**config.mk**
```make
export PLATFORM = sky130hd
export DESIGN_NAME = cp_handshake_seq
export DESIGN_NICKNAME = d
export VERILOG_FILES = /design/src/rtl/cp_seq_pkg.sv /design/src/rtl/cp_exc_arbiter.sv /design/src/rtl/cp_route_decode.sv /design/src/rtl/cp_seq_fsm.sv /design/src/rtl/cp_handshake_seq.sv
export SDC_FILE = /design/constraint.sdc
export NUM_CORES = 1
export LEC_CHECK = 0
export CORE_ASPECT_RATIO = 0.8
export CORE_UTILIZATION = 50
export DETAILED_ROUTE_END_ITERATION = 8
export DONT_BUFFER_PORTS = 1
export PLACE_DENSITY = 0.68
export SYNTH_ARGS = -nofsm -noshare
export SYNTH_HDL_FRONTEND = slang
export SYNTH_HIERARCHICAL = 1
export SYNTH_SLANG_ARGS = --single-unit
```
**constraint.sdc**
```tcl
create_clock -name clk -period 2.15 [get_ports clk]
set_input_delay 0.1075 -clock clk [delete_from_list [all_inputs] [get_ports clk]]
set_output_delay 0.1075 -clock clk [all_outputs]
set_load 0.01 [all_outputs]
```
**src/rtl/cp_seq_pkg.sv**
```systemverilog
package cp_seq_pkg;

   typedef enum logic [1:0] {
      RSP_ACC  = 2'd0,
      RSP_BUSY = 2'd1,
      RSP_CANT = 2'd2,
      RSP_CANX = 2'd3
   } resp_e;

   typedef enum logic [1:0] {
      PH_NONE  = 2'd0,
      PH_FIRST = 2'd1,
      PH_BUSY  = 2'd2,
      PH_INTR  = 2'd3
   } phase_e;

   typedef enum logic [1:0] {
      CY_NONE = 2'd0,
      CY_INT  = 2'd1,
      CY_COP  = 2'd2
   } cyc_e;

   typedef enum logic [1:0] {
      VEC_NONE = 2'd0,
      VEC_RST  = 2'd1,
      VEC_FIQ  = 2'd2,
      VEC_IRQ  = 2'd3
   } vec_e;

   typedef enum logic [3:0] {
      ST_IDLE  = 4'd0,
      ST_FIRST = 4'd1,
      ST_WAIT  = 4'd2,
      ST_POLL  = 4'd3,
      ST_ABORT = 4'd4,
      ST_TRAP  = 4'd5,
      ST_CCYC  = 4'd6,
      ST_ICYC  = 4'd7,
      ST_FPD   = 4'd8
   } seq_state_e;

endpackage

```
**src/rtl/cp_exc_arbiter.sv**
```systemverilog
module cp_exc_arbiter
   import cp_seq_pkg::*;
(
   input  logic exc_any,
   input  logic rst_req_n,
   input  logic fiq_n,
   input  logic irq_n,
   input  logic fiq_mask,
   input  logic irq_mask,
   output logic take,
   output vec_e code
);

   always_comb begin
      take = 1'b0;
      code = VEC_NONE;
      if (exc_any) begin
         if (!rst_req_n) begin
            take = 1'b1;
            code = VEC_RST;
         end else if (!fiq_n && !fiq_mask) begin
            take = 1'b1;
            code = VEC_FIQ;
         end else if (!irq_n && !irq_mask) begin
            take = 1'b1;
            code = VEC_IRQ;
         end
      end
   end

endmodule

```
**src/rtl/cp_route_decode.sv**
```systemverilog
module cp_route_decode #(
   parameter int NUM_CP    = 16,
   parameter int CP_W      = 4,
   parameter bit FP_DIVERT = 1'b1,
   parameter int FP_CP_LO  = 10,
   parameter int FP_CP_HI  = 11
) (
   input  logic [CP_W-1:0]   cp,
   input  logic              is_op,
   input  logic [NUM_CP-1:0] allow,
   output logic              permit,
   output logic              to_fp
);

   logic [NUM_CP-1:0] fp_map;

   assign permit = allow[cp];

   if (FP_DIVERT) begin : g_fp
      for (genvar i = 0; i < NUM_CP; i++) begin : g_map
         assign fp_map[i] = (i >= FP_CP_LO) && (i <= FP_CP_HI);
      end
      assign to_fp = is_op && fp_map[cp];
   end else begin : g_nofp
      assign fp_map = '0;
      assign to_fp  = 1'b0;
   end

endmodule

```
**src/rtl/cp_seq_fsm.sv**
```systemverilog
module cp_seq_fsm
   import cp_seq_pkg::*;
#(
   parameter int               CP_W       = 4,
   parameter int               INSN_W     = 32,
   parameter int               DATA_W     = 32,
   parameter logic [DATA_W-1:0] TRAP_RDATA = '0
) (
   input  logic              clk,
   input  logic              rst,
   input  logic              req_valid,
   output logic              req_ready,
   input  logic [INSN_W-1:0] req_insn,
   input  logic [CP_W-1:0]   req_cp,
   input  logic              req_is_rd,
   input  logic              req_is_op,
   input  logic              permit,
   input  logic              to_fp,
   input  resp_e             cp_resp,
   input  logic [DATA_W-1:0] cp_rdata,
   input  logic              exc_any,
   input  logic              exc_take,
   input  vec_e              exc_code,
   output logic              cp_strobe,
   output phase_e            cp_phase,
   output logic [CP_W-1:0]   cp_sel,
   output logic [INSN_W-1:0] cp_insn,
   output cyc_e              cyc_type,
   output logic              trap_undef,
   output logic              vec_req,
   output vec_e              vec_code,
   output logic              fp_dispatch,
   output logic              rd_valid,
   output logic [DATA_W-1:0] rd_data,
   output logic              done
);

   seq_state_e        state_q, state_d;
   logic [CP_W-1:0]   cp_q;
   logic [INSN_W-1:0] insn_q;
   logic              rd_q, op_q;
   logic [DATA_W-1:0] rdata_q;
   vec_e              vec_q;
   logic              done_q, done_d;
   logic              load, cap_acc, set_trap, set_abort;

   always_comb begin
      state_d   = state_q;
      done_d    = 1'b0;
      load      = 1'b0;
      cap_acc   = 1'b0;
      set_trap  = 1'b0;
      set_abort = 1'b0;
      unique case (state_q)
         ST_IDLE: begin
            if (req_valid) begin
               load = 1'b1;
               if (to_fp) begin
                  state_d = ST_FPD;
               end else if (!permit) begin
                  state_d  = ST_TRAP;
                  set_trap = 1'b1;
               end else begin
                  state_d = ST_FIRST;
               end
            end
         end
         ST_FIRST, ST_POLL: begin
            unique case (cp_resp)
               RSP_ACC: begin
                  cap_acc = 1'b1;
                  if (op_q) begin
                     state_d = ST_IDLE;
                     done_d  = 1'b1;
                  end else begin
                     state_d = ST_CCYC;
                  end
               end
               RSP_BUSY: state_d = ST_WAIT;
               default: begin
                  state_d  = ST_TRAP;
                  set_trap = 1'b1;
               end
            endcase
         end
         ST_WAIT: begin
            if (exc_take) begin
               state_d   = ST_ABORT;
               set_abort = 1'b1;
            end else begin
               state_d = ST_POLL;
            end
         end
         ST_CCYC: begin
            if (rd_q) begin
               state_d = ST_ICYC;
            end else begin
               state_d = ST_IDLE;
               done_d  = 1'b1;
            end
         end
         ST_ICYC, ST_FPD: begin
            state_d = ST_IDLE;
            done_d  = 1'b1;
         end
         default: state_d = ST_IDLE;
      endcase
   end

   always_ff @(posedge clk) begin
      if (rst) begin
         state_q <= ST_IDLE;
         done_q  <= 1'b0;
         cp_q    <= '0;
         insn_q  <= '0;
         rd_q    <= 1'b0;
         op_q    <= 1'b0;
         rdata_q <= '0;
         vec_q   <= VEC_NONE;
      end else begin
         state_q <= state_d;
         done_q  <= done_d;
         if (load) begin
            cp_q   <= req_cp;
            insn_q <= req_insn;
            rd_q   <= req_is_rd;
            op_q   <= req_is_op;
         end
         if (cap_acc)   rdata_q <= cp_rdata;
         if (set_trap)  rdata_q <= TRAP_RDATA;
         if (set_abort) begin
            rdata_q <= '0;
            vec_q   <= exc_code;
         end
      end
   end

   always_comb begin
      cp_strobe = 1'b0;
      cp_phase  = PH_NONE;
      cyc_type  = CY_NONE;
      unique case (state_q)
         ST_FIRST: begin cp_strobe = 1'b1; cp_phase = PH_FIRST; end
         ST_POLL:  begin cp_strobe = 1'b1; cp_phase = PH_BUSY;  end
         ST_ABORT: begin cp_strobe = 1'b1; cp_phase = PH_INTR;  end
         ST_WAIT, ST_ICYC: cyc_type = CY_INT;
         ST_CCYC:  cyc_type = CY_COP;
         default: ;
      endcase
   end

   assign req_ready   = (state_q == ST_IDLE);
   assign cp_sel      = cp_q;
   assign cp_insn     = insn_q;
   assign trap_undef  = (state_q == ST_TRAP);
   assign vec_req     = (state_q == ST_ABORT);
   assign vec_code    = vec_q;
   assign fp_dispatch = (state_q == ST_FPD);
   assign rd_valid    = rd_q && ((state_q == ST_ICYC) || (state_q == ST_ABORT) ||
                                 (state_q == ST_TRAP));
   assign rd_data     = rdata_q;
   assign done        = done_q;

   logic polled;
   assign polled = cp_strobe && (cp_phase != PH_INTR);

   assert_denied_traps_R2: assert property (@(posedge clk) disable iff (rst)
      (req_valid && req_ready && !permit && !to_fp) |=> (trap_undef && !cp_strobe));
   assert_fp_after_accept_R3: assert property (@(posedge clk) disable iff (rst)
      fp_dispatch |-> $past(req_valid && req_ready));
   assert_first_after_accept_R4: assert property (@(posedge clk) disable iff (rst)
      (cp_strobe && cp_phase == PH_FIRST) |-> $past(req_valid && req_ready));
   assert_wait_after_busy_R5: assert property (@(posedge clk) disable iff (rst)
      (polled && cp_resp == RSP_BUSY) |=> (cyc_type == CY_INT));
   assert_idle_before_poll_R5: assert property (@(posedge clk) disable iff (rst)
      (cp_strobe && cp_phase == PH_BUSY) |-> ($past(cyc_type) == CY_INT));
   assert_abort_needs_exc_R7: assert property (@(posedge clk) disable iff (rst)
      vec_req |-> $past(exc_any));
   assert_abort_notice_R6: assert property (@(posedge clk) disable iff (rst)
      vec_req |-> (cp_strobe && cp_phase == PH_INTR));
   assert_cant_traps_R8: assert property (@(posedge clk) disable iff (rst)
      (polled && cp_resp[1]) |=> trap_undef);
   assert_op_no_extra_R9: assert property (@(posedge clk) disable iff (rst)
      (polled && cp_resp == RSP_ACC && op_q) |=> (done && req_ready));
   assert_trap_pulse_R10: assert property (@(posedge clk) disable iff (rst)
      trap_undef |=> !trap_undef);
   assert_vec_pulse_R10: assert property (@(posedge clk) disable iff (rst)
      vec_req |=> !vec_req);
   assert_busy_after_accept_R10: assert property (@(posedge clk) disable iff (rst)
      (req_valid && req_ready) |=> !req_ready);

endmodule

```
**src/rtl/cp_handshake_seq.sv**
```systemverilog
module cp_handshake_seq
   import cp_seq_pkg::*;
#(
   parameter int               NUM_CP     = 16,
   parameter int               INSN_W     = 32,
   parameter int               DATA_W     = 32,
   parameter bit               FP_DIVERT  = 1'b1,
   parameter int               FP_CP_LO   = 10,
   parameter int               FP_CP_HI   = 11,
   parameter logic [DATA_W-1:0] TRAP_RDATA = {4'hF, {(DATA_W-4){1'b0}}},
   localparam int              CP_W       = $clog2(NUM_CP)
) (
   input  logic              clk,
   input  logic              rst,
   input  logic              req_valid,
   output logic              req_ready,
   input  logic [INSN_W-1:0] req_insn,
   input  logic [CP_W-1:0]   req_cp,
   input  logic [1:0]        req_class,
   input  logic [NUM_CP-1:0] cp_allow,
   output logic              cp_strobe,
   output logic [1:0]        cp_phase,
   output logic [CP_W-1:0]   cp_sel,
   output logic [INSN_W-1:0] cp_insn,
   input  logic [1:0]        cp_resp,
   input  logic [DATA_W-1:0] cp_rdata,
   input  logic              exc_any,
   input  logic              rst_req_n,
   input  logic              fiq_n,
   input  logic              irq_n,
   input  logic              fiq_mask,
   input  logic              irq_mask,
   output logic [1:0]        cyc_type,
   output logic              trap_undef,
   output logic              vec_req,
   output logic [1:0]        vec_code,
   output logic              fp_dispatch,
   output logic              rd_valid,
   output logic [DATA_W-1:0] rd_data,
   output logic              done
);

   if (NUM_CP < 2 || (1 << CP_W) != NUM_CP) begin : g_chk_num
      $error("NUM_CP must be a power of two of at least 2");
   end
   if (FP_DIVERT && (FP_CP_LO > FP_CP_HI || FP_CP_HI >= NUM_CP || FP_CP_LO < 0)) begin : g_chk_fp
      $error("floating-point coprocessor range is outside the coprocessor set");
   end
   if (DATA_W < 4 || INSN_W < 1) begin : g_chk_w
      $error("DATA_W must be at least 4 and INSN_W at least 1");
   end

   logic   is_rd, is_op, permit, to_fp, exc_take;
   vec_e   exc_code, vec_code_e;
   phase_e phase_e_o;
   cyc_e   cyc_e_o;

   assign is_rd = (req_class == 2'd1);
   assign is_op = req_class[1];

   cp_route_decode #(
      .NUM_CP(NUM_CP), .CP_W(CP_W), .FP_DIVERT(FP_DIVERT),
      .FP_CP_LO(FP_CP_LO), .FP_CP_HI(FP_CP_HI)
   ) route_i (
      .cp(req_cp), .is_op(is_op), .allow(cp_allow),
      .permit(permit), .to_fp(to_fp)
   );

   cp_exc_arbiter arb_i (
      .exc_any(exc_any), .rst_req_n(rst_req_n), .fiq_n(fiq_n), .irq_n(irq_n),
      .fiq_mask(fiq_mask), .irq_mask(irq_mask), .take(exc_take), .code(exc_code)
   );

   cp_seq_fsm #(
      .CP_W(CP_W), .INSN_W(INSN_W), .DATA_W(DATA_W), .TRAP_RDATA(TRAP_RDATA)
   ) fsm_i (
      .clk(clk), .rst(rst), .req_valid(req_valid), .req_ready(req_ready),
      .req_insn(req_insn), .req_cp(req_cp), .req_is_rd(is_rd), .req_is_op(is_op),
      .permit(permit), .to_fp(to_fp), .cp_resp(resp_e'(cp_resp)), .cp_rdata(cp_rdata),
      .exc_any(exc_any), .exc_take(exc_take), .exc_code(exc_code),
      .cp_strobe(cp_strobe), .cp_phase(phase_e_o), .cp_sel(cp_sel), .cp_insn(cp_insn),
      .cyc_type(cyc_e_o), .trap_undef(trap_undef), .vec_req(vec_req),
      .vec_code(vec_code_e), .fp_dispatch(fp_dispatch), .rd_valid(rd_valid),
      .rd_data(rd_data), .done(done)
   );

   assign cp_phase = phase_e_o;
   assign cyc_type = cyc_e_o;
   assign vec_code = vec_code_e;

endmodule

```
# --- Yosys cells after proc, flatten, opt, wreduce, memory -nomap -nowiden ---
# Memories as Yosys holds them, arrays and structs flattened.
# Index checks and enable logic that the tools add are counted.
totals:
  wordCells: 81
  romBits: 16
  output_inout_bits: 81
  register_bits: 77
  n_memories: 1
  input_bits: 97
classes:
  n_eq_ne: 11
  reduce_logical: 20
  n_lt_le_gt_ge: 1
  muxes: 39
mem_list:
  columns: ["name", "depth", "word_bits", "read_ports", "rd_ports_with_merged_regs", "wr", "line_no", "text"]
  rows:
  - ["(name not given)", 16, 1, 1, 0, 0, "cp_route_decode.sv:23", "assign to_fp = is_op && fp_map[cp];"]
ops:
  columns: ["operator", "n"]
  rows:
  - ["32-bit 2-to-1 mux", 2]
  - ["1-bit 2-to-1 mux", 20]
  - ["4-bit by 3-bit == test with 1-bit output (second input constant)", 4]
  - ["4-bit case mux with 4 select lines", 1]
  - ["3-bit 2-to-1 mux", 4]
  - ["2-bit OR reduction", 5]
  - ["4-bit by 2-bit == test with 1-bit output (second input constant)", 2]
  - ["2-bit 2-to-1 mux", 4]
  - ["4-bit 2-to-1 mux", 2]
  - ["2-bit case mux with 3 select lines", 1]
  - ["3-bit case mux with 2 select lines", 1]
  - ["3-bit OR reduction", 2]
  - ["4-bit by 5-bit < comparator with 1-bit output (second input constant)", 1]
  - ["1-bit binary-select mux with 4-bit select", 1]
  - ["2-bit by 1-bit == test with 1-bit output (second input constant)", 2]
  - ["4-bit by 1-bit == test with 1-bit output (second input constant)", 1]
  - ["4-bit == test (second input constant)", 1]
  - ["1-bit logical AND", 4]
  - ["1-bit zero test", 4]
  - ["4-bit zero test", 1]
  - ["2-bit case mux with 2 select lines", 1]
  - ["1-bit case mux with 3 select lines", 1]
  - ["2-bit zero test", 1]
  - ["1-bit logical OR", 2]
  - ["3 further kinds", 3]

# --- Longest topological paths before layout ---
# Gate-level depths: netlist of run 1.
depth:
  ltp_word: 9
  ltp_mapped: 8
  mapped_depth_nobuf: 7

# --- Modules after synthesis ---
# Netlist of run 1, hierarchy kept.
modules_own_cells:
  columns: ["mod", "seq_area_each_um2", "area_per_inst_um2", "instances", "cells_each"]
  rows:
  - ["cp_seq_fsm", 1541.5, 3270.6, 1, 389]
  - ["cp_route_decode", 0.0, 152.6, 1, 16]
  - ["cp_exc_arbiter", 0.0, 40.0, 1, 7]
  - ["cp_handshake_seq", 0.0, 13.8, 1, 1]

# --- Worst setup path after synthesis of run 1 ---
# OpenSTA, ideal clock, no wires.
synth_path:
  path_type: "in2reg"
  from: "input port req_cp[0]"
  to: "register fsm_i.rdata_q[18] (netlist: fsm_i/rd_data[18])"
  arrival_ps: 1831
  cell_stages: 7
  t_required_ps: 2011
  n_path_buf: 2
  setup_ps: 139
  path_slack_ps: 180
  cell_sequence: "buf_6 > mux4_2 > a22oi_1 > nand2_1 > o41ai_4 > buf_6 > a211oi_1"
synth_between:
  elab_chain_cells: 7
  word_cells_on_any_way: 10
  classes_between: "7 x mux; 2 x reduce/logical; 1 x memory"
synth_lines:
  columns: ["item", "line_no", "text"]
  rows:
  - ["from (decl)", "cp_handshake_seq.sv:18", "input logic [CP_W-1:0] req_cp,"]
  - ["1-bit binary-select mux with 4-bit select", "cp_route_decode.sv:17", "assign permit = allow[cp];"]
  - ["1-bit 2-to-1 mux (implied by the code)", "cp_route_decode.sv:17", null]
  - ["named net permit", "cp_handshake_seq.sv:53", "logic is_rd, is_op, permit, to_fp, exc_take;"]
  - ["1-bit 2-to-1 mux", "cp_seq_fsm.sv:60", "end else if (!permit) begin"]
  - ["1-bit 2-to-1 mux", "cp_seq_fsm.sv:58", "if (to_fp) begin"]
  - ["1-bit 2-to-1 mux", "cp_seq_fsm.sv:56", "if (req_valid) begin"]
  - ["1-bit case mux with 2 select lines", "cp_seq_fsm.sv:54", "unique case (state_q)"]
  - ["3-bit OR reduction (no line)", null, null]
  - ["to (signal assigned)", "cp_seq_fsm.sv:129", "if (cap_acc) rdata_q <= cp_rdata;"]
  - ["to (decl)", "cp_seq_fsm.sv:42", "logic [DATA_W-1:0] rdata_q;"]
# The timed path passes the listed nets, and every way through them passes these cells. The select of a mux whose other input is x is not followed.
# A chain may end at the register's enable or synchronous reset.

# --- Worst setup path in the final report of run 1 ---
layout_path:
  from: "register fsm_i.state_q[2]"
  to: "output port req_ready"
layout_between:
  elab_chain_cells: 1
layout_lines:
  columns: ["item", "line_no", "text"]
  rows:
  - ["from (decl)", "cp_seq_fsm.sv:38", "seq_state_e state_q, state_d;"]
  - ["from (signal assigned)", "cp_seq_fsm.sv:121", "state_q <= state_d;"]
  - ["4-bit zero test", "cp_seq_fsm.sv:152", "assign req_ready = (state_q == ST_IDLE);"]
  - ["to (decl)", "cp_handshake_seq.sv:16", "output logic req_ready,"]
# No other way between the ends.

==> results of run 1 <==
[layout by cell type, fill, tap and decap left out, types with 2 or more instances in the layout]
cell type,synthesis,routed
nor3b_1,2,2
a221oi_1,2,2
mux4_2,2,2
nor2_1,2,2
nand2_1,2,2
a31oi_1,6,6
a22oi_1,2,2
and2_1,3,3
nor2b_1,7,7
a211oi_2,4,4
nand2b_1,3,3
a21oi_1,43,43
buf_12,0,4
nor4b_1,3,2
o21bai_1,2,2
and3_1,4,4
nand3_1,71,71
dlygate4sd3_1,0,69
dfxtp_1,77,77
a21o_1,4,4
a211oi_1,24,24
clkbuf_8,0,9
bufinv_16,0,3
buf_4,0,14
mux2i_1,4,4
inv_1,6,6
o21ai_0,79,79
inv_6,0,2
[cells in the mapped netlist (all sizes together), types with 2 or more instances]
| master | count | area [um2] |
|---|---|---|
| and3 | 4 | 25.02 |
| nor4b | 3 | 26.28 |
| a22oi | 2 | 15.01 |
| nand3 | 71 | 355.3 |
| dfxtp | 77 | 1541 |
| a221oi | 2 | 17.52 |
| nor3b | 2 | 15.01 |
| a21o | 4 | 30.03 |
| nor2 | 2 | 7.510 |
| mux2i | 4 | 40.04 |
| o21ai | 79 | 395.4 |
| mux4 | 2 | 45.04 |
| and2 | 3 | 18.77 |
| nand2 | 2 | 7.510 |
| o21bai | 2 | 15.01 |
| nand2b | 3 | 18.77 |
| inv | 6 | 22.52 |
| clkbuf | 33 | 123.9 |
| nor2b | 8 | 57.55 |
| a21oi | 43 | 215.2 |
| a211oi | 28 | 230.2 |
| buf | 12 | 83.82 |
| a31oi | 6 | 37.54 |
[layout make-up]
| class | instances | share of cell area, % |
|---|---|---|
| Clock buffer | 9 | 2.752 |
| Clock inverter | 7 | 2.696 |
| Inverter | 7 | 0.5837 |
| Multi-Input combinational cell | 284 | 37.94 |
| Sequential cell | 77 | 34.24 |
| Tap cell | 84 | 2.335 |
| Timing Repair Buffer | 87 | 19.46 |
[metal layers]
metal | wire length [um] | up-vias | track usage (%)
li1 | - | 1628 | -
met1 | 4279 | 1636 | 33.94
met2 | 5082 | 174 | 47.71
met3 | 1090 | 4 | 9.481
met4 | 40 | 0 | 7.273
met5 | 0 | - | 0
[final timing paths]
kind | to | slack [ps] | cells past startpoint
min reg2reg | fsm_i/cp_insn[7] | 530 | 2
max | req_ready | 300 | 4
min | fsm_i/rd_data[25] | 30 | 2
max reg2reg | fsm_i/cp_insn[12] | 390 | 5
[registers in the layout, indices dropped and copies added (netlist names)]
signal / flops
fsm_i/cp_insn: 32
fsm_i/cp_sel: 4
fsm_i/done: 1
fsm_i/op_q: 1
fsm_i/rd_data: 32
fsm_i/rd_q: 1
fsm_i/state_q: 4
fsm_i/vec_code: 2
[logic make-up after synthesis]
group                     synth area share, %
AOI/OAI and AO/OA                       29.15
buffers and inverters                   6.729
DFF                                     44.33
muxes                                   2.447
and+or+nand+nor                         17.09
xor gates and xnor gates               0.2519
[metrics by stage]
| step | util [%] | hold slack, ps | total power (W) | cell area (um2) | std cells |
|---|---|---|---|---|---|
| 2_1_floorplan | - | 255.2 | 0.002165 | 3477 | 413 |
| 3_3_place_gp | 53.92 | 180.2 | 0.002288 | 3526 | 468 |
| 3_5_place_dp | 53.92 | 183.2 | 0.002305 | 3526 | 468 |
| 4_1_cts | 68.85 | 0.1772 | 0.003770 | 4502 | 555 |
| 5_1_grt | 68.85 | 32.28 | 0.003914 | 4502 | 555 |
| 6_report | 68.85 | 25.11 | 0.003752 | 4502 | 555 |
[power by group through the flow]
stage          Combinational [W]  Sequential (W)  Clock, W
6_report                0.000773         0.00165   0.00133
5_1_grt                 0.000843         0.00166   0.00141
4_1_cts                 0.000758         0.00165   0.00136
3_5_place_dp            0.000622         0.00168         0
3_3_place_gp            0.000607         0.00168         0
2_1_floorplan           0.000507         0.00166         0
[critical path: stages (launching register included)]
cell,delay [ps]
dfxtp_1,320
buf_4,180
or4_1,520
clkinv_1,170
buf_12,230
==> flow_summary.yaml, run 1 <==
run_status:
  outcome: "finished clean"
pwr:
  combPwrFrac_pct: 20.6
  power_switching_w: 0.001117
  p_per_area_nw_per_um2: 833.4
  power_switching_share_pct: 29.78
  p_seq_share_pct: 44.0
  intPower_w: 0.002634
  irDropWorstVdd_uv: 418.4
  p_leak_nw: 1.586
  clkPwrFrac_pct: 35.4
flow_run:
  cap_violations: 0
route:
  viasPerCell: 6.202
  wl_per_cell_um: 18.90
  drtIter0Drc: 187
  routed_wirelength_mm: 10.49
  drc_errors: 0
  vias: 3442
  firstDrtPassIters: 4
  final_antenna_net_count: 0
timing:
  setup_slack_ps: 299.9
  relSlewSlack_pct: 68.03
  skew_ps: 8.972
  slew_violations: 0
  finalSetupTns_ps: 0
  rsz0062_at_grt: "false"
  hold_viol: 0
  max_freq_mhz: 540.5
  finalSetupViolCount: 0
  tightestPinTransition_ps: 476.0
  period_needed_ps: 1850
  period_share_pct: 86.05
synth:
  synth_nets: 510
  syn_area_um2: 3477
  synth_cell_types: 42
  synth_area_per_cell_um2: 8.419
  yosys_warnings: 6
  synthArstFlopShare_pct: 0
  synthCells: 413
  seq_area_frac_synth_pct: 44.33
  synth_seq_cells: 77
  synth_ff_type: "dfxtp_1"
  synth_edf_count: 0
global_route:
  gr-total-overflow: 0
  track_usage_pct: 28.25
  antenna_found_initial: 0
  grt_pass1_vias: 3326
  grt_max_degree: 44
  grt_first_pass_wirelength_mm: 16.15
critical_path:
  cp.arrival_ps: 1740
  critPathMaxFanout: 39
  critPathRequiredTime_ps: 2040
  startpoint_type: "register"
  crit_path_end_kind: "output port"
  reg2reg_from: "fsm_i/state_q[2]"
  path_class: "reg2out"
  crit_path_start: "fsm_i/state_q[2]"
layout:
  fillerInstances: 528
  layout-drive-gt1-share_pct: 9.766
  areaGrowthSynthToFinish_pct: 29.47
  finalNetCount: 563
  register_area_um2: 1541
  n_antenna_cell: 0
  multi_input_area_um2: 1708
floorplanning:
  initial_core_util_pct: 53.18
  core_um2: 6539
  ios: 178
  die_w_um: 95.24
  die_height_um: 76.59
  dieArea_um2: 7294
  rows: 26
cts:
  cts_resized: 0
  cts-root-buf: "clkbuf_8"
  cts_tree: "yes"
  clk_latency_ps: 340
  holdBufCountCts: 71
  clock-sinks: 77
  cts_buffer_depth: 2
  cts_buffers: 9
  cts.reportedPaths.clkPinSlew_ps: 70
  post_cts_buffers: 0
  h-tree-depth: 3
place:
  post-place-ws_ps: 381.0
  port_buffers: 0
  dp_hpwl_mm: 6.135
  gp_congestion: 0.7374
worst_hold_path:
  worstHoldStart: "cp_resp[0]"
  min_path_type: "in2reg"
Power figures use the tool's default switching activity.
==> inputs of run 2 (changes only) <==
ABC_AREA = 1   (was default)
==> run 2 against run 1 <==
Against the previous run:
- global-route usage down 1.5 points
- critical path depth increased by 2
- register-to-register slack worse by 290 ps
- cell area rose by 3.5%
- largest cell class unchanged
==> flow_summary.yaml, run 2 <==
global_route:
  grt_pass1_vias: 3563
  track_usage_pct: 26.74
  gr-total-overflow: 0
  antenna_found_initial: 0
  grt_max_degree: 44
  grt_first_pass_wirelength_mm: 16.40
timing:
  hold_viol: 0
  max_freq_mhz: 487.2
  relSlewSlack_pct: 50.47
  period_needed_ps: 2053
  fin_hold_ws_ps: 19.61
  finalSetupTns_ps: 0
  skew_ps: 16.08
  finalSetupViolCount: 0
  tightestPinTransition_ps: 740.6
  period_share_pct: 95.47
  slew_violations: 0
  rsz0062_at_grt: "false"
place:
  port_buffers: 0
  gp_congestion: 0.8075
  placed_area_um2: 3558
  dp_hpwl_mm: 5.702
synth:
  seq_area_frac_synth_pct: 42.94
  syn_area_um2: 3590
  yosys_warnings: 6
  synth_seq_cells: 77
  yosys.area.top_type: "dfxtp_1"
  synthArstFlopShare_pct: 0
  synth_nets: 635
  synth_area_per_cell_um2: 6.672
  netlist_top_cells_count: "nand2_1 (149), nand3_1 (83), dfxtp_1 (77)"
  synthCells: 538
  synth_ff_type: "dfxtp_1"
  synth_edf_count: 0
  synth_most_common_cell: "nand2_1"
  synth_cell_types: 26
  synth_top_cells_by_area: "dfxtp_1 (43%), nand2_1 (16%), nand3_1 (12%), inv_1 (7.3%), a21oi_1 (6.4%)"
  netlist.area_leader.share_pct: 42.94
floorplanning:
  initial_core_util_pct: 51.83
  die_w_um: 96.73
  rows: 27
  ios: 178
  die_height_um: 77.79
  core_um2: 6925
  dieArea_um2: 7524
pwr:
  p_per_area_nw_per_um2: 923.4
  p_total_w: 0.004304
  irDropWorstVdd_uv: 606.3
  p_leak_nw: 2.034
route:
  drtIter0Drc: 157
  final_antenna_net_count: 0
  drc_errors: 0
  viasPerCell: 5.245
  vias: 3687
  routed_wirelength_mm: 9.872
  wl_per_cell_um: 14.04
  firstDrtPassIters: 5
run_status:
  outcome: "finished clean"
critical_path:
  slowest_stage: "dlygate4sd3_1"
  critPathBufInv: 2
  r2r_cells: 6
  path_cells: "nor2_4 > nand2_2 > inv_2 > nand3_1 > dlygate4sd3_1 > a21oi_1"
  crit_path_end_kind: "register"
  cp.arrival_ps: 2310
  r2r-end: "fsm_i/cp_insn[11]"
  critPathRequiredTime_ps: 2410
  slowest_delay_ps: 600
  crit_family: "buffers and inverters"
  critPathMaxFanout: 21
  reg2reg_from: "fsm_i/state_q[3]"
  startpoint_type: "register"
  path_class: "reg2reg"
  r2r_slack_ps: 100
cts:
  cts_resized: 0
  clk_latency_ps: 350
  post_cts_buffers: 0
  cts_tree: "yes"
  cts_buffer_depth: 2
  cts-root-buf: "clkbuf_8"
  h-tree-depth: 3
  cts_buffers: 9
  cts.reportedPaths.clkPinSlew_ps: 90
  clock-sinks: 77
flow_run:
  cap_violations: 0
layout:
  register_area_um2: 1541
  finalNetCount: 708
  areaGrowthSynthToFinish_pct: 29.84
  multi_input_area_um2: 1580
  fillerInstances: 596
  layout-drive-gt1-share_pct: 6.494
  final_common_cell: "nand2_1"
  fin_area_um2: 4661
  n_antenna_cell: 0
  final_cell_mix: "nand2_1 (149), dlygate4sd3_1 (86), nand3_1 (83)"
worst_hold_path:
  worstHoldStart: "exc_any"
  hold_depth: 4
  min_path_type: "in2reg"
  min_to: "fsm_i/vec_code[1]"
==> run 2: power breakdown <==
part           total, W  leakage (nW)  internal, W  switching (W)
Clock           0.00121         0.107     0.000664       0.000549
Combinational   0.00125          1.30     0.000468       0.000781
Sequential      0.00184         0.628      0.00161       0.000230
==> run 2: per-layer routing <==
metal  up-vias  track usage (%)  wire [um]  part of all wire, %
met5         -                0          0                    0
met4         0            10.45        268                  2.7
met3        23            10.00        760                  7.7
met2       164            43.66       4678                   47
met1      1677            31.98       4165                   42
li1       1823                -          -                    -
==> run 2: metrics by stage <==
stage / setup slack [ps] / instances / utilization (%)
3_3_place_gp: 562.5 / 600 / 51.38
4_1_cts: 270.2 / 703 / 67.30
2_1_floorplan: 746.9 / 538 / -
6_report: 97.50 / 703 / 67.30
5_1_grt: 6.567 / 703 / 67.30
3_5_place_dp: 499.7 / 600 / 51.38
==> run 2: worst max path at each step <==
stage | from | endpoint | slack (ps) | depth (start not counted)
final | fsm_i/state_q[3] | fsm_i/cp_insn[11] | 100 | 6
after global placement | fsm_i/state_q[3] | fsm_i/state_q[2] | 560 | 8
after CTS | fsm_i/state_q[3] | fsm_i/cp_insn[10] | 270 | 6
after detailed placement | fsm_i/state_q[0] | fsm_i/cp_sel[2] | 500 | 6
after global routing | fsm_i/state_q[0] | fsm_i/cp_insn[11] | 7 | 6
after floorplan | req_cp[0] | fsm_i/rd_data[10] | 750 | 16
==> run 2: logic make-up (layout without fill, tap and decap cells) <==
group                  after synthesis  in the layout  synth area share [%]
AND/OR/NAND/NOR                    303            303                 36.42
flip-flops                          77             77                 42.94
AO/OA/AOI/OAI                       52             52                 7.529
buffers and inverters              106            184                 13.11
==> run 2: timing repair <==
item                                    CTS  global route
hold buffers                             87             0
hold endpoints to repair                 71             0
endpoints found under the setup margin    0             0
==> run 2: area by class of cell <==
cell class	instances	area share [%]
multi-input cells	355	33.91
flip-flops and latches	77	33.07
repair buffers	92	19.70
inverters	76	6.228
clock buffers	10	2.738
well taps	87	2.336
clock inverters	6	2.013
==> run 2: worst reg2reg max path, cell delays in order (launching register included) <==
cell and delay [ps]:
dfxtp_1 360, nor2_4 250, nand2_2 120, inv_2 290
nand3_1 120, dlygate4sd3_1 600, a21oi_1 250
==> inputs of run 3 (changes only) <==
==> constraint.sdc (replaced) <==
create_clock -name clk -period 2.15 [get_ports clk]
set_input_delay 0.215 -clock clk [delete_from_list [all_inputs] [get_ports clk]]
set_output_delay 0.215 -clock clk [all_outputs]
set_load 0.01 [all_outputs]
==> run 3 against run 2 <==
Against the previous run:
- die area unchanged
- routed wire length decreased by 14%
- cell count decreased by 12%
- setup slack improved by 300 ps
- first-iteration DRC count decreased by 21%
- worst hold slack improved by 6.6 ps
- critical path type is now reg2out
- via count decreased by 12%
- count of clock-buffer cells in the layout unchanged
- sequential power about the same
==> flow_summary.yaml, run 3 (synthesis gave the netlist of run 2 again) <==
route:
  viasPerCell: 5.233
  final_antenna_net_count: 0
  vias: 3229
  firstDrtPassIters: 4
  routed_wirelength_mm: 8.444
  wl_per_cell_um: 13.69
  drc_errors: 0
  drtIter0Drc: 124
timing:
  finalSetupViolCount: 0
  period_needed_ps: 1751
  max_freq_mhz: 571.1
  relSlewSlack_pct: 66.89
  skew_ps: 12.38
  rsz0062_at_grt: "false"
  period_share_pct: 81.44
  setup_slack_ps: 399.0
  hold_viol: 0
  tightestPinTransition_ps: 495.9
  finalSetupTns_ps: 0
  slew_violations: 0
critical_path:
  path_class: "reg2out"
  r2r-end: "fsm_i/rd_data[6]"
  cp.arrival_ps: 1540
  crit_path_start: "fsm_i/state_q[0]"
  reg2reg_from: "fsm_i/state_q[3]"
  cp-endpoint: "req_ready"
  r2r_slack_ps: 520
  crit_path_end_kind: "output port"
  critPathMaxFanout: 40
  r2r_cells: 7
  critPathRequiredTime_ps: 1930
  startpoint_type: "register"
floorplanning:
  die_w_um: 96.73
  die_height_um: 77.79
  ios: 178
  initial_core_util_pct: 51.83
  dieArea_um2: 7524
  rows: 27
  core_um2: 6925
cts:
  clk_latency_ps: 340
  cts_buffer_depth: 2
  post_cts_buffers: 0
  clock-sinks: 77
  cts.reportedPaths.clkPinSlew_ps: 90
  cts_resized: 0
  h-tree-depth: 3
  cts_tree: "yes"
  cts_buffers: 9
  cts-root-buf: "clkbuf_8"
flow_run:
  cap_violations: 0
global_route:
  gr-total-overflow: 0
  grt_pass1_vias: 3072
  track_usage_pct: 22.62
  antenna_found_initial: 0
  grt_first_pass_wirelength_mm: 13.94
  grt_max_degree: 43
pwr:
  irDropWorstVdd_uv: 512.0
  p_total_w: 0.003982
  p_per_area_nw_per_um2: 1052
  p_leak_nw: 1.704
layout:
  layout-drive-gt1-share_pct: 7.736
  final_cell_mix: "nand2_1 (149), nand3_1 (83), dfxtp_1 (77)"
  final_cells: 617
  n_antenna_cell: 0
  fin_area_um2: 3785
  areaGrowthSynthToFinish_pct: 5.437
  finalNetCount: 622
  final_common_cell: "nand2_1"
place:
  gp_congestion: 0.8161
  dp_hpwl_mm: 5.824
  placed_area_um2: 3558
  post-place-ws_ps: 534.8
  place_inst: 600
  port_buffers: 0
worst_hold_path:
  min_path_type: "in2reg"
run_status:
  outcome: "finished clean"
[run 3: cell count changes in the layout (fill, tap and decap cells not counted)]
cell	change
bufinv_16	-1
clkbuf_1	-1
clkinv_2	+1
clkbuf_8	+1
dlygate4sd3_1	-86
[run 3: power breakdown]
group	internal (W)	switching [W]	leakage (nW)
combinational	0.000308	0.000711	0.973
sequential	0.00161	0.000232	0.628
clock	0.000576	0.000544	0.103
[run 3: how the worst min path moves through the flow]
| stage | start | end | slack, ps | cells after the start |
|---|---|---|---|---|
| floorplan | req_insn[0] | fsm_i/cp_insn[0] | 380 | 2 |
| global placement | rst | fsm_i/cp_insn[28] | 290 | 1 |
| detailed placement | rst | fsm_i/cp_sel[2] | 290 | 1 |
| CTS | req_insn[16] | fsm_i/cp_insn[16] | 8 | 2 |
| global route | req_insn[11] | fsm_i/cp_insn[11] | 9 | 2 |
| finish | req_insn[14] | fsm_i/cp_insn[14] | 30 | 2 |
[run 3: critical path, cell delays in order, from the launching register on]
cell and delay, ps:
dfxtp_1 440, nor2_1 230, nand2_2 100, inv_2 60, buf_4 360
[run 3: final cells by class]
class / count / area (um2)
Clock inverter: 6 / 68.82
Sequential cell: 77 / 1541
Fill cell: 690 / 3141
Timing Repair Buffer: 6 / 57.56
Multi-Input combinational cell: 355 / 1580
Clock buffer: 10 / 137.6
Tap cell: 87 / 108.9
Inverter: 76 / 290.3
[run 3: per-layer routing]
| layer | routed length, um | vias up | share of wire, % | GRT usage [%] |
|---|---|---|---|---|
| li1 | - | 1650 | - | - |
| met1 | 3691 | 1433 | 44 | 26.17 |
| met2 | 3867 | 130 | 46 | 38.52 |
| met3 | 692 | 16 | 8.2 | 7.568 |
| met4 | 193 | 0 | 2.3 | 9.254 |
| met5 | 0 | - | 0 | 0 |
[run 3: timing repair]
item	CTS	global route
hold buffers	1	0
hold endpoints to repair	42	0
setup endpoints to repair	0	0
[run 3: stage by stage]
stage                     utilization (%)  hold slack [ps]
after floorplan                         -            380.1
after global placement              51.38            288.1
after detailed placement            51.38            289.6
after CTS                           54.65            8.359
after global routing                54.65            8.948
final                               54.65            26.16
